<file path="config.mk">
export PLATFORM = sky130hd
export DESIGN_NAME = vdac_src_sel
export DESIGN_NICKNAME = d
export VERILOG_FILES = /design/src/rtl/vdac_pkg.sv /design/src/rtl/vdac_ctrl.sv /design/src/rtl/vdac_dpath.sv /design/src/rtl/vdac_src_sel.sv
export SDC_FILE = /design/constraint.sdc
export NUM_CORES = 1
export LEC_CHECK = 0
export CAP_MARGIN = 20
export CORE_MARGIN = 2
export CORE_UTILIZATION = 30
export CTS_CLUSTER_SIZE = 10
export DETAILED_ROUTE_END_ITERATION = 12
export PLACE_DENSITY = 0.67
export SLEW_MARGIN = 30
export SYNTH_ARGS = -nofsm -noshare
export SYNTH_HDL_FRONTEND = slang
export SYNTH_SLANG_ARGS = --single-unit
</file>
<file path="constraint.sdc">
create_clock -name clk -period 2.15 [get_ports clk]
set_input_delay 0.215 -clock clk [delete_from_list [all_inputs] [get_ports clk]]
set_output_delay 0.215 -clock clk [all_outputs]
set_load 0.005 [all_outputs]
</file>
<file path="src/rtl/vdac_pkg.sv">
package vdac_pkg;
  // Strobes from control to datapath
  typedef struct packed {
    logic useAdpSync;
    logic useAdpPix;
    logic useAdpClk;
    logic capture;
    logic errSet;
  } selStrb_t;

  localparam int GROUPS = 3;
endpackage

</file>
<file path="src/rtl/vdac_ctrl.sv">
module vdac_ctrl
  import vdac_pkg::*;
#(
  parameter int SEL_W = 3,
  parameter logic [SEL_W-1:0] EXT_CODE = 3'b010,
  parameter int SYNC_STAGES = 2
) (
  input  logic             clk,
  input  logic             rstN,
  input  logic             takeSyncN,
  input  logic             takePixN,
  input  logic             takeClkN,
  input  logic [SEL_W-1:0] clkSelCode,
  input  logic             errClear,
  input  logic             ctlDotStb,
  input  logic             adpDotStb,
  output selStrb_t         strb,
  output logic             dotStbOut,
  output logic             adpClkOut,
  output logic             cfgErr
);
  logic [GROUPS-1:0] rawN;
  logic [GROUPS-1:0] syncN;

  assign rawN = {takeClkN, takePixN, takeSyncN};

  // Each enable is resynchronised; reset value models the pull-up
  for (genvar g = 0; g < GROUPS; g++) begin : gSync
    logic [SYNC_STAGES-1:0] stage;
    always_ff @(posedge clk or negedge rstN) begin
      if (!rstN) stage <= '1;
      else       stage <= {stage[SYNC_STAGES-2:0], rawN[g]};
    end
    assign syncN[g] = stage[SYNC_STAGES-1];
  end

  logic useAdpClk, useAdpPix, useAdpSync;
  logic codeIsExt, clkMismatch, dataMismatch, selStb;

  assign useAdpSync = ~syncN[0];
  assign useAdpPix  = ~syncN[1];
  assign useAdpClk  = ~syncN[2];

  assign codeIsExt    = (clkSelCode == EXT_CODE);
  assign clkMismatch  = codeIsExt ^ useAdpClk;
  assign dataMismatch = useAdpClk & ~useAdpPix;

  assign selStb    = useAdpClk ? adpDotStb : ctlDotStb;
  assign dotStbOut = selStb;
  assign adpClkOut = ~useAdpClk & ctlDotStb;

  always_comb begin
    strb.useAdpSync = useAdpSync;
    strb.useAdpPix  = useAdpPix;
    strb.useAdpClk  = useAdpClk;
    strb.capture    = selStb;
    strb.errSet     = clkMismatch | dataMismatch;
  end

  // Sticky flag, set has priority over clear
  always_ff @(posedge clk or negedge rstN) begin
    if (!rstN)             cfgErr <= 1'b0;
    else if (strb.errSet)  cfgErr <= 1'b1;
    else if (errClear)     cfgErr <= 1'b0;
  end
endmodule

</file>
<file path="src/rtl/vdac_dpath.sv">
module vdac_dpath
  import vdac_pkg::*;
#(
  parameter int PIX_W = 8
) (
  input  logic             clk,
  input  logic             rstN,
  input  selStrb_t         strb,
  input  logic             ctlHsync,
  input  logic             ctlVsync,
  input  logic             ctlBlankN,
  input  logic [PIX_W-1:0] ctlPixel,
  input  logic             adpHsync,
  input  logic             adpVsync,
  input  logic             adpBlankN,
  input  logic [PIX_W-1:0] adpPixel,
  output logic             outHsync,
  output logic             outVsync,
  output logic             outBlankN,
  output logic [PIX_W-1:0] dacColor,
  output logic [PIX_W-1:0] latchQ
);
  logic [PIX_W-1:0] selPixel;

  always_comb begin
    if (strb.useAdpSync) begin
      outHsync  = adpHsync;
      outVsync  = adpVsync;
      outBlankN = adpBlankN;
    end else begin
      outHsync  = ctlHsync;
      outVsync  = ctlVsync;
      outBlankN = ctlBlankN;
    end
  end

  assign selPixel = strb.useAdpPix ? adpPixel : ctlPixel;

  always_ff @(posedge clk or negedge rstN) begin
    if (!rstN)             latchQ <= '0;
    else if (strb.capture) latchQ <= selPixel;
  end

  assign dacColor = outBlankN ? latchQ : '0;
endmodule

</file>
<file path="src/rtl/vdac_src_sel.sv">
module vdac_src_sel
  import vdac_pkg::*;
#(
  parameter int PIX_W = 8,
  parameter int SEL_W = 3,
  parameter logic [SEL_W-1:0] EXT_CODE = 3'b010,
  parameter int SYNC_STAGES = 2
) (
  input  logic             clk,
  input  logic             rstN,
  input  logic             takeSyncN,
  input  logic             takePixN,
  input  logic             takeClkN,
  input  logic [SEL_W-1:0] clkSelCode,
  input  logic             errClear,
  input  logic             ctlHsync,
  input  logic             ctlVsync,
  input  logic             ctlBlankN,
  input  logic [PIX_W-1:0] ctlPixel,
  input  logic             ctlDotStb,
  input  logic             adpHsync,
  input  logic             adpVsync,
  input  logic             adpBlankN,
  input  logic [PIX_W-1:0] adpPixel,
  input  logic             adpDotStb,
  output logic             outHsync,
  output logic             outVsync,
  output logic             outBlankN,
  output logic [PIX_W-1:0] dacColor,
  output logic             dotStbOut,
  output logic             adpClkOut,
  output logic             cfgErr
);
  selStrb_t         strb;
  logic [PIX_W-1:0] latchQ;
  logic             errSetW;
  logic             useAdpClkW;

  assign errSetW    = strb.errSet;
  assign useAdpClkW = strb.useAdpClk;

  vdac_ctrl #(.SEL_W(SEL_W), .EXT_CODE(EXT_CODE), .SYNC_STAGES(SYNC_STAGES)) u_ctrl (
    .clk(clk), .rstN(rstN),
    .takeSyncN(takeSyncN), .takePixN(takePixN), .takeClkN(takeClkN),
    .clkSelCode(clkSelCode), .errClear(errClear),
    .ctlDotStb(ctlDotStb), .adpDotStb(adpDotStb),
    .strb(strb), .dotStbOut(dotStbOut), .adpClkOut(adpClkOut), .cfgErr(cfgErr)
  );

  vdac_dpath #(.PIX_W(PIX_W)) u_dpath (
    .clk(clk), .rstN(rstN), .strb(strb),
    .ctlHsync(ctlHsync), .ctlVsync(ctlVsync), .ctlBlankN(ctlBlankN), .ctlPixel(ctlPixel),
    .adpHsync(adpHsync), .adpVsync(adpVsync), .adpBlankN(adpBlankN), .adpPixel(adpPixel),
    .outHsync(outHsync), .outVsync(outVsync), .outBlankN(outBlankN),
    .dacColor(dacColor), .latchQ(latchQ)
  );
endmodule

</file>
==> results.py <==
metrics = {
    "timing": {
        "final.period_utilization": 0.960,
        "tns_ns": 0,
        "fin_crit_ns": 2.06,
        "holdWs_ns": 0.325,
        "rsz0062_at_grt": "no",
        "tightest_slew_ns": 0.634,
        "fmax_ghz": 0.485,
        "fin_worst_skew_ns": 0.00247,
        "hold_viol_final": 0,
        "setup_viol": 0,
        "drv_slew": 0,
        "slew_headroom": 0.576,
    },
    "synth": {
        "synthDistinctLibCells": 15,
        "synth-edff-count": 0,
        "yosys.area_share.simple": 0.153,
        "synth_warnings": 0,
        "synth_nets": 94,
        "avgSynthCellArea_um2": 11.5,
        "synthCells": 61,
        "synthAdderAreaFrac": 0,
        "synth_top_area_share": 0.320,
        "ys_seq_elements": 15,
        "synth-xor-area-share": 0,
        "synthTopCellsByCount": "dfrtp_1 (9), mux2i_1 (9), o21ai_0 (9)",
        "yosysSeqAreaShare": 0.544,
        "synthMuxAreaShare": 0.196,
        "syn_area_um2": 703,
        "synth_ff_type": "dfrtp_1",
        "synth-compound-area-share": 0.0641,
        "synth_area_leaders": "dfrtp_1 (32%), dfstp_2 (22%), mux2i_1 (13%)",
        "synth_top_family_by_area": "multiplexers",
        "yosysTopAreaCell": "dfrtp_1",
        "synthArstFlopShare": 1.00,
    },
    "die": {
        "core_um2": 2210,
        "die_x_um": 52.4,
        "die-area_um2": 2750,
        "pin_count": 47,
        "die_h_um": 52.4,
        "start_util": 0.318,
        "rows": 17,
    },
    "place": {
        "hpwl_um": 1210,
        "portBuffers": 46,
        "gp_congestion": 0.659,
    },
    "hold_path": {
        "hp-class": "input port to asynchronous set/reset pin",
    },
    "routing": {
        "vias_per_cell": 4.29,
        "drt-initial-drc-count": 4,
        "drtPass1Iterations": 4,
        "wl_um": 1580,
        "drc_errors": 0,
        "wl_per_cell_um": 11.3,
        "via_count": 600,
        "ant_nets": 0,
    },
    "global_route": {
        "grt_usage": 0.122,
        "use_met3": 0.0429,
        "grt_overflow_total": 0,
        "grt_use_met2": 0.210,
        "top_usage_layer": "met2",
        "antenna_found_initial": 0,
        "first_global_vias": 589,
        "grt_first_pass_wirelength_um": 2410,
        "grt_max_degree": 17,
        "use_met1": 0.136,
    },
    "clock_network": {
        "clock_path_buffers": 2,
        "htree_levels": 1,
        "cts.hold.buffers_added": 0,
        "clock-sinks": 15,
        "cts_made_buffers": 3,
        "cts_tree": "yes",
        "root_buffer": "clkbuf_4",
        "clock_latency_ns": 0.28,
        "clkTransAtPathRegs_ns": 0.08,
    },
    "pwr": {
        "seq_power_share": 0.503,
        "swShare": 0.232,
        "intPower_mw": 0.508,
        "leakagePower_nw": 0.586,
        "powerDensity_nw_per_um2": 523,
        "peakVddDrop_mv": 0.419,
        "p_clk_frac": 0.232,
        "power_frac_comb": 0.266,
        "switchingPower_mw": 0.154,
    },
    "cells_and_area": {
        "diodes": 0,
        "nNetsFinal": 146,
        "drive_above_1_share": 0.170,
        "area_growth_pct": 79.9,
    },
    "critical_path": {
        "cp_max_fo": 5,
        "reg2reg_depth": 3,
        "r2r_end": "u_dpath.latchQ[4]$_DFFE_PN0P_",
        "required_ns": 1.93,
        "ff2ff_setup_slack_ns": 0.89,
        "path_class": "register to primary output",
        "cpPeakStageDelay_ns": 0.63,
        "arrival_ns": 1.85,
        "worst_setup_path_start_kind": "register",
        "rr_startpoint": "u_ctrl.gSync[2].stage[1]$_DFF_PN1_",
        "cp_slowest_cell": "dfstp_2",
        "crit_path_end_kind": "primary output",
        "cp_cell_sequence": "mux2i_4 > and2b_1 > clkdlybuf4s50_1",
    },
    "outcome": {
        "outcome": "finished clean",
    },
    "flow_run": {
        "drv_cap": 0,
    },
}
==> power groups by stage <==
stage	logic [mW]	clock network [mW]	registers, mW
after CTS	0.175	0.163	0.332
final	0.176	0.153	0.332
after global routing	0.192	0.174	0.337
after global placement	0.169	0	0.336
after detailed placement	0.171	0	0.337
after floorplan	0.0611	0	0.329
==> worst max-delay path: cells and delay by family (launching register included) <==
kind / cells / cell delay (ns)
flops: 1 / 0.63
simple gates: 1 / 0.20
buf+inv: 1 / 0.43
mux: 1 / 0.31
==> layout by cell type, fill, tap and decap left out, drive strengths merged, types with 2 or more instances in the layout <==
cell type,synthesis,routed
and2b,7,7
dlymetal6s2s,0,3
dfrtp,9,9
buf,2,2
o21ai,9,9
dfstp,6,6
mux2i,10,11
nand2,8,8
clkbuf,0,3
inv,3,3
clkdlybuf4s50,0,43
mux2,3,3
==> kinds of logic (layout without fill, tap and decap cells) <==
group / Yosys count / in the layout
flops: 15 / 15
compound gates: 9 / 9
buf+inv: 5 / 55
mux: 13 / 14
simple gates: 19 / 19
==> per-layer routing <==
layer  share of wire  routed length [um]  vias to the layer above
met2            0.53                 836                       26
met4               0                   0                        0
met1            0.39                 612                      266
li1                -                   -                      308
met3           0.084                 132                        0
met5               0                   0                        -
==> state kept, by name, summed over array words and instances (netlist names) <==
register            flops
u_ctrl.gSync.stage      6
u_dpath.latchQ          8
u_ctrl.cfgErr           1
==> stage by stage <==
step / utilization / setup WS [ns] / cell area [um^2] / instances / power (mW)
3_5_place_dp: 0.537 / 0.0659 / 1190 / 134 / 0.508
4_1_cts: 0.555 / 0.0126 / 1230 / 138 / 0.670
6_report: 0.572 / 0.0862 / 1260 / 140 / 0.661
5_1_grt: 0.572 / 0.000586 / 1260 / 140 / 0.704
3_3_place_gp: 0.537 / 0.125 / 1190 / 134 / 0.504
2_1_floorplan: - / 0.795 / 703 / 61 / 0.390
==> timing repair <==
item	CTS	global route
resized for setup	2	4
endpoints found under the setup margin	9	7
pin swaps	0	0
hold endpoints to repair	0	0
buffers inserted	0	1
gates cloned	0	1
==> worst max path at each step <==
stage / depth (start not counted) / endpoint / start / slack (ns)
after floorplan: 2 / dacColor[0] / u_ctrl.gSync[0].stage[1]$_DFF_PN1_ / 0.79
final: 3 / dacColor[5] / u_ctrl.gSync[0].stage[1]$_DFF_PN1_ / 0.09
after detailed placement: 4 / dacColor[2] / ctlBlankN / 0.07
after CTS: 3 / dacColor[2] / u_ctrl.gSync[0].stage[1]$_DFF_PN1_ / 0.01
after global routing: 3 / dacColor[5] / u_ctrl.gSync[0].stage[1]$_DFF_PN1_ / 0.0006
after global placement: 4 / dacColor[2] / ctlBlankN / 0.13
==> area by class of cell <==
| class | instances | area, um^2 |
|---|---|---|
| Multi-Input combinational cell | 42 | 325 |
| Clock buffer | 3 | 22.5 |
| Inverter | 3 | 11.3 |
| Clock inverter | 1 | 5.00 |
| Fill cell | 222 | 947 |
| Tap cell | 28 | 35.0 |
| Timing Repair Buffer | 48 | 483 |
| Sequential cell | 15 | 383 |
Power figures use the tool's default switching activity.
